===== src/rtl/smi_hs_pkg.sv =====
package smi_hs_pkg;

  typedef enum logic [1:0] {
    ST_WAIT_HIGH = 2'd0,
    ST_ARMED     = 2'd1,
    ST_SERVICE   = 2'd2,
    ST_RELEASE   = 2'd3
  } hsState_t;

  // strobes from control to datapath
  typedef struct packed {
    logic armed;
  } ctlStrb_t;

endpackage


===== src/rtl/smi_hs_datapath.sv =====
module smi_hs_datapath
  import smi_hs_pkg::*;
#(
  parameter int SYNC_STAGES   = 2,
  parameter int ASYNC_MIN_LOW = 2,
  parameter int TRAP_LEAD     = 2
) (
  input  logic     clk,
  input  logic     rstN,
  input  logic     pinIn,
  input  logic     asyncMode,
  input  logic     ioRdy,
  input  ctlStrb_t ctl,
  output logic     levelHigh,
  output logic     reqSeen,
  output logic     trapHit
);

  localparam int CNT_W = $clog2(ASYNC_MIN_LOW + 1);
  localparam logic [CNT_W-1:0] CNT_MAX  = CNT_W'(ASYNC_MIN_LOW);
  localparam logic [CNT_W-1:0] CNT_ONE  = CNT_W'(1);

  logic [SYNC_STAGES-1:0] syncQ;
  logic [TRAP_LEAD-1:0]   hitPipe;
  logic [CNT_W-1:0]       lowCnt;
  logic [CNT_W-1:0]       lowRun;
  logic [CNT_W-1:0]       needLow;
  logic                   sampledLvl;

  // sampling chain: stage 0 serves the synchronous path, last stage the async one
  always_ff @(posedge clk or negedge rstN) begin
    if (!rstN) syncQ <= '1;
    else       syncQ <= {syncQ[SYNC_STAGES-2:0], pinIn};
  end

  assign sampledLvl = asyncMode ? syncQ[SYNC_STAGES-1] : syncQ[0];
  assign levelHigh  = sampledLvl;
  assign needLow    = asyncMode ? CNT_MAX : CNT_ONE;

  always_comb begin
    if (sampledLvl)             lowRun = '0;
    else if (lowCnt == CNT_MAX) lowRun = CNT_MAX;
    else                        lowRun = lowCnt + CNT_ONE;
  end

  always_ff @(posedge clk or negedge rstN) begin
    if (!rstN) lowCnt <= '0;
    else       lowCnt <= lowRun;
  end

  assign reqSeen = ctl.armed && (lowRun >= needLow);

  // trap lead tracking: an armed low sample, aged TRAP_LEAD clocks
  generate
    if (TRAP_LEAD == 1) begin : g_lead1
      always_ff @(posedge clk or negedge rstN) begin
        if (!rstN) hitPipe <= '0;
        else       hitPipe <= ctl.armed && !sampledLvl;
      end
    end else begin : g_leadN
      always_ff @(posedge clk or negedge rstN) begin
        if (!rstN) hitPipe <= '0;
        else       hitPipe <= {hitPipe[TRAP_LEAD-2:0], ctl.armed && !sampledLvl};
      end
    end
  endgenerate

  assign trapHit = ioRdy && hitPipe[TRAP_LEAD-1];

  AST_ASYNC_NEEDS_PRIOR_LOW: assert property (@(posedge clk) disable iff (!rstN)
    (asyncMode && reqSeen) |-> (lowCnt != '0));

  AST_SYNC_ONE_LOW: assert property (@(posedge clk) disable iff (!rstN)
    (!asyncMode && ctl.armed && !syncQ[0]) |-> reqSeen);

endmodule


===== src/rtl/smi_hs_control.sv =====
module smi_hs_control
  import smi_hs_pkg::*;
(
  input  logic     clk,
  input  logic     rstN,
  input  logic     levelHigh,
  input  logic     reqSeen,
  input  logic     resumeStb,
  output ctlStrb_t ctl,
  output logic     pinOe,
  output logic     pinOut,
  output logic     entryReq,
  output logic     inSmm
);

  hsState_t state, stateNxt;
  logic     takeReq;

  assign takeReq = (state == ST_ARMED) && reqSeen;

  always_comb begin
    stateNxt = state;
    unique case (state)
      ST_WAIT_HIGH: if (levelHigh) stateNxt = ST_ARMED;
      ST_ARMED:     if (takeReq)   stateNxt = ST_SERVICE;
      ST_SERVICE:   if (resumeStb) stateNxt = ST_RELEASE;
      ST_RELEASE:                  stateNxt = ST_WAIT_HIGH;
      default:                     stateNxt = ST_WAIT_HIGH;
    endcase
  end

  always_ff @(posedge clk or negedge rstN) begin
    if (!rstN) begin
      state    <= ST_WAIT_HIGH;
      entryReq <= 1'b0;
    end else begin
      state    <= stateNxt;
      entryReq <= takeReq;
    end
  end

  assign ctl.armed = (state == ST_ARMED);
  assign pinOe     = (state == ST_SERVICE) || (state == ST_RELEASE);
  assign pinOut    = (state == ST_RELEASE);
  assign inSmm     = pinOe;

  AST_HOLD_LOW: assert property (@(posedge clk) disable iff (!rstN)
    (pinOe && !pinOut && !resumeStb) |=> (pinOe && !pinOut));

  AST_RESUME_RELEASE: assert property (@(posedge clk) disable iff (!rstN)
    (pinOe && !pinOut && resumeStb) |=> (pinOe && pinOut));

  AST_RELEASE_ONE_CLK: assert property (@(posedge clk) disable iff (!rstN)
    (pinOe && pinOut) |=> !pinOe);

  AST_SINGLE_ENTRY: assert property (@(posedge clk) disable iff (!rstN)
    entryReq |=> !entryReq);

  AST_NO_REENTRY_AFTER_RELEASE: assert property (@(posedge clk) disable iff (!rstN)
    (pinOe && pinOut) |=> ##1 !entryReq);

  AST_ENTRY_SETS_INSMM: assert property (@(posedge clk) disable iff (!rstN)
    entryReq |-> inSmm);

endmodule


===== src/rtl/smi_pin_handshake.sv =====
module smi_pin_handshake
  import smi_hs_pkg::*;
#(
  parameter int SYNC_STAGES   = 2,
  parameter int ASYNC_MIN_LOW = 2,
  parameter int TRAP_LEAD     = 2
) (
  input  logic clk,
  input  logic rstN,
  input  logic pinIn,
  input  logic asyncMode,
  input  logic ioRdy,
  input  logic resumeStb,
  output logic pinOe,
  output logic pinOut,
  output logic entryReq,
  output logic inSmm,
  output logic trapHit
);

  ctlStrb_t ctl;
  logic     levelHigh;
  logic     reqSeen;

  smi_hs_datapath #(
    .SYNC_STAGES  (SYNC_STAGES),
    .ASYNC_MIN_LOW(ASYNC_MIN_LOW),
    .TRAP_LEAD    (TRAP_LEAD)
  ) dp_i (
    .clk      (clk),
    .rstN     (rstN),
    .pinIn    (pinIn),
    .asyncMode(asyncMode),
    .ioRdy    (ioRdy),
    .ctl      (ctl),
    .levelHigh(levelHigh),
    .reqSeen  (reqSeen),
    .trapHit  (trapHit)
  );

  smi_hs_control ctl_i (
    .clk      (clk),
    .rstN     (rstN),
    .levelHigh(levelHigh),
    .reqSeen  (reqSeen),
    .resumeStb(resumeStb),
    .ctl      (ctl),
    .pinOe    (pinOe),
    .pinOut   (pinOut),
    .entryReq (entryReq),
    .inSmm    (inSmm)
  );

endmodule


===== config.mk =====
export PLATFORM = sky130hd
export DESIGN_NAME = smi_pin_handshake
export DESIGN_NICKNAME = d
export VERILOG_FILES = /design/src/rtl/smi_hs_pkg.sv /design/src/rtl/smi_hs_datapath.sv /design/src/rtl/smi_hs_control.sv /design/src/rtl/smi_pin_handshake.sv
export SDC_FILE = /design/constraint.sdc
export NUM_CORES = 1
export LEC_CHECK = 0
export BUFFER_PORTS_ARGS = -buffer_cell sky130_fd_sc_hd__buf_4
export CAP_MARGIN = 40
export CORE_AREA = 2 2 39 41
export DETAILED_ROUTE_END_ITERATION = 8
export DIE_AREA = 0 0 41 43
export HOLD_SLACK_MARGIN = 0.03
export PLACE_DENSITY = 0.62
export SLEW_MARGIN = 10
export SYNTH_ARGS = -nofsm -noshare
export SYNTH_HDL_FRONTEND = slang
export SYNTH_SLANG_ARGS = --single-unit
export TNS_END_PERCENT = 30

===== constraint.sdc =====
create_clock -name clk -period 2.6 [get_ports clk]
set_clock_uncertainty 0.2 [all_clocks]
set_input_delay 0.13 -clock clk [delete_from_list [all_inputs] [get_ports clk]]
set_output_delay 0.13 -clock clk [all_outputs]
set_load 0.02 [all_outputs]

==> impl_metrics.yaml <==
place:
  io_buffers: 10
  gp_congestion: 0.615
  place_inst: 63
  hpwl_um: 487
clocking:
  post_cts_buffers: 0
  cts_tree: "yes"
  clkTransAtPathRegs_ns: 0.06
  cts-root-to-sink-buffers: 2
  clock_latency_ns: 0.26
  cts_buffers: 3
  root_buffer: "clkbuf_4"
  cts_max_level: 1
  cts.sinks: 9
job:
  drv_cap: 0
logic_synthesis:
  syn_avg_cell_area_sq_um: 11.9
  synth_top_cell_area_share_pct: 38.7
  ys_ff_latch: 9
  synth-compound-area-share_pct: 7.73
  synthXorXnorAreaFrac_pct: 0
  synth_mux_area_share_pct: 4.70
  synthTopCellsByArea: "dfrtp_1, ha_1, dfstp_2"
  syn_inst: 38
  synth_fa_ha_area_share_pct: 19.3
  seq_area_frac_synth_pct: 50.3
  syn_nets: 51
  synth_cell_type_count: 15
  netlist_area_sq_um: 453
  synth_top_cell_by_area: "dfrtp_1"
  synth_top_family_by_area: "adder cells"
  yosys_warnings: 0
  synthSimpleGateAreaFrac_pct: 10.5
floorplanning:
  rows: 14
  fp.dieArea_sq_um: 1760
  initial_core_util_pct: 32.7
  die_height_um: 43
  io_pins: 11
  coreArea_sq_um: 1380
  die_w_um: 41
critical_path:
  crit_type: "reg -> reg"
  worstPathCellList: "mux2i_1 -> nand2_1 -> ha_1 -> nand2b_1 -> a21oi_1 -> a221oi_2 -> mux2_1"
  cpPeakStageDelay_ns: 0.36
  slowest_stage: "dfstp_2"
  cp.arrival_ns: 2.05
  required_ns: 2.53
  startpoint_type: "flop"
  critical_path_peak_fanout: 4
  crit_path_end_kind: "flop"
finish:
  area_delta_synth_final_pct: 34.0
  multi_input_comb_area_sq_um: 191
  fin_util_pct: 43.9
  fillers: 133
  fin_cells: 71
  antenna_cells: 0
  seqCellArea_sq_um: 228
  final_nets: 69
  layout-drive-gt1-share_pct: 30.9
sta:
  layout_min_cycle_time_ns: 2.12
  hold_violations: 0
  fmax_ghz: 0.472
  finalCritPeriodShare_pct: 81.5
  timing.setup.tns_ns: 0
  setup_violations: 0
  worstMarginPinSlew_ns: 0.318
  timing.slew.headroom_pct: 78.2
  grt_setup_unrepaired: "no"
  finalMaxSlewViolations: 0
global_route:
  grt_max_degree: 6
  grt_usage_pct: 9.52
  grt_pass1_wl_mm: 1.06
  antenna_found_initial: 0
  grt_pass1_vias: 304
  grt_overflow_total: 0
pwr:
  p_per_area_nw_per_um2: 987
  power_leakage_nw: 0.319
  peakVddDrop_mv: 0.496
detailed_routing:
  drtAntennaViolNets: 0
  drt-initial-drc-count: 0
  drt-pass1-iter-count: 1
  drc_errors: 0
  drt-total-wl_um: 606
  viasPerCell: 4.30
  via_count: 305
  avgRoutedWirePerCell_um: 8.54
status:
  status: "completed"
hold_path:
  min_path_type: "in -> reg"
==> critical path, delay by kind of cell (launching register included) <==
family / cells / cell delay, ns
AOI/OAI and AO/OA: 2 / 0.32
adders and majority gates: 1 / 0.28
DFF: 1 / 0.36
muxes: 2 / 0.62
and+or+nand+nor: 2 / 0.23
==> metrics by stage <==
step	worst slack, ns	hold slack, ns	cell area, sq um	total power, mW
floorplan	0.602	-0.366	453	0.422
global placement	0.474	-0.244	541	0.495
detailed placement	0.465	-0.241	541	0.498
CTS	0.457	0.0675	607	0.611
global route	0.306	0.102	607	0.660
finish	0.481	0.0643	607	0.599
==> synthesized netlist by cell type <==
| master | n |
|---|---|
| dfrtp_1 | 7 |
| ha_1 | 7 |
| inv_1 | 7 |
| and2_1 | 3 |
| a21oi_1 | 2 |
| dfstp_2 | 2 |
| nand2b_1 | 2 |
| a221oi_2 | 1 |
| buf_4 | 1 |
| mux2_1 | 1 |
| mux2i_1 | 1 |
| nand2_1 | 1 |
| nor2b_1 | 1 |
| o32a_1 | 1 |
| or2_2 | 1 |
==> report_power, final <==
part           internal [mW]  switching, mW
clock network         0.0588         0.0440
registers              0.182         0.0215
logic                  0.146          0.147
total                  0.387          0.212
==> metal layers <==
metal | part of all wire, % | global-route usage (%)
met1 | 40 | 7.28
met4 | 0 | 2.00
met3 | 9.9 | 9.42
met2 | 50 | 15.9
met5 | 0 | 0
==> layout by cell type, fill, tap and decap left out, drive strengths merged <==
cell	n
buf	10
inv	7
ha	7
dfrtp	7
dlygate4sd3	4
clkbuf	4
and2	3
nand2b	2
a21oi	2
dfstp	2
mux2i	1
nand2	1
nor2b	1
or2	1
a221oi	1
o32a	1
mux2	1
==> final timing paths <==
check	from	endpoint	slack, ns	depth (start not counted)
min in group asynchronous	rstN	ctl_i.state[0]$_DFFE_PN0P_	0.56	3
hold / removal	asyncMode	dp_i.lowCnt[0]$_DFF_PN0_	0.06	4
hold reg to reg	dp_i.hitPipe[0]$_DFF_PN0_	dp_i.hitPipe[1]$_DFF_PN0_	0.16	0
max in group asynchronous	rstN	dp_i.hitPipe[1]$_DFF_PN0_	0.83	4
setup / recovery	dp_i.syncQ[1]$_DFF_PN1_	ctl_i.state[1]$_DFFE_PN0P_	0.48	7
setup reg to reg	dp_i.syncQ[1]$_DFF_PN1_	ctl_i.state[1]$_DFFE_PN0P_	0.48	7
==> layout make-up <==
| type | instances | area share [%] |
|---|---|---|
| Clock buffer | 4 | 4.33 |
| Inverter | 7 | 4.33 |
| Multi-Input combinational cell | 21 | 31.5 |
| Sequential cell | 9 | 37.5 |
| Tap cell | 16 | 3.30 |
| Timing Repair Buffer | 14 | 19.0 |
==> sequential cells by signal, summed over array words and instances (netlist names) <==
signal,cells
dp_i.syncQ,2
ctl_i.state,2
dp_i.lowCnt,2
ctl_i.entryReq,1
dp_i.hitPipe,2
==> logic make-up after synthesis <==
group	after synthesis
mux	2
simple gates	8
buf+inv	8
fa+ha+maj	7
compound gates	4
flops	9
==> repair_timing <==
action	CTS	global route
setup endpoints to repair	0	0
resized for setup	0	0
hold buffers	4	0
hold endpoints to repair	10	0
Note: power is estimated with default switching activity, not from simulation.
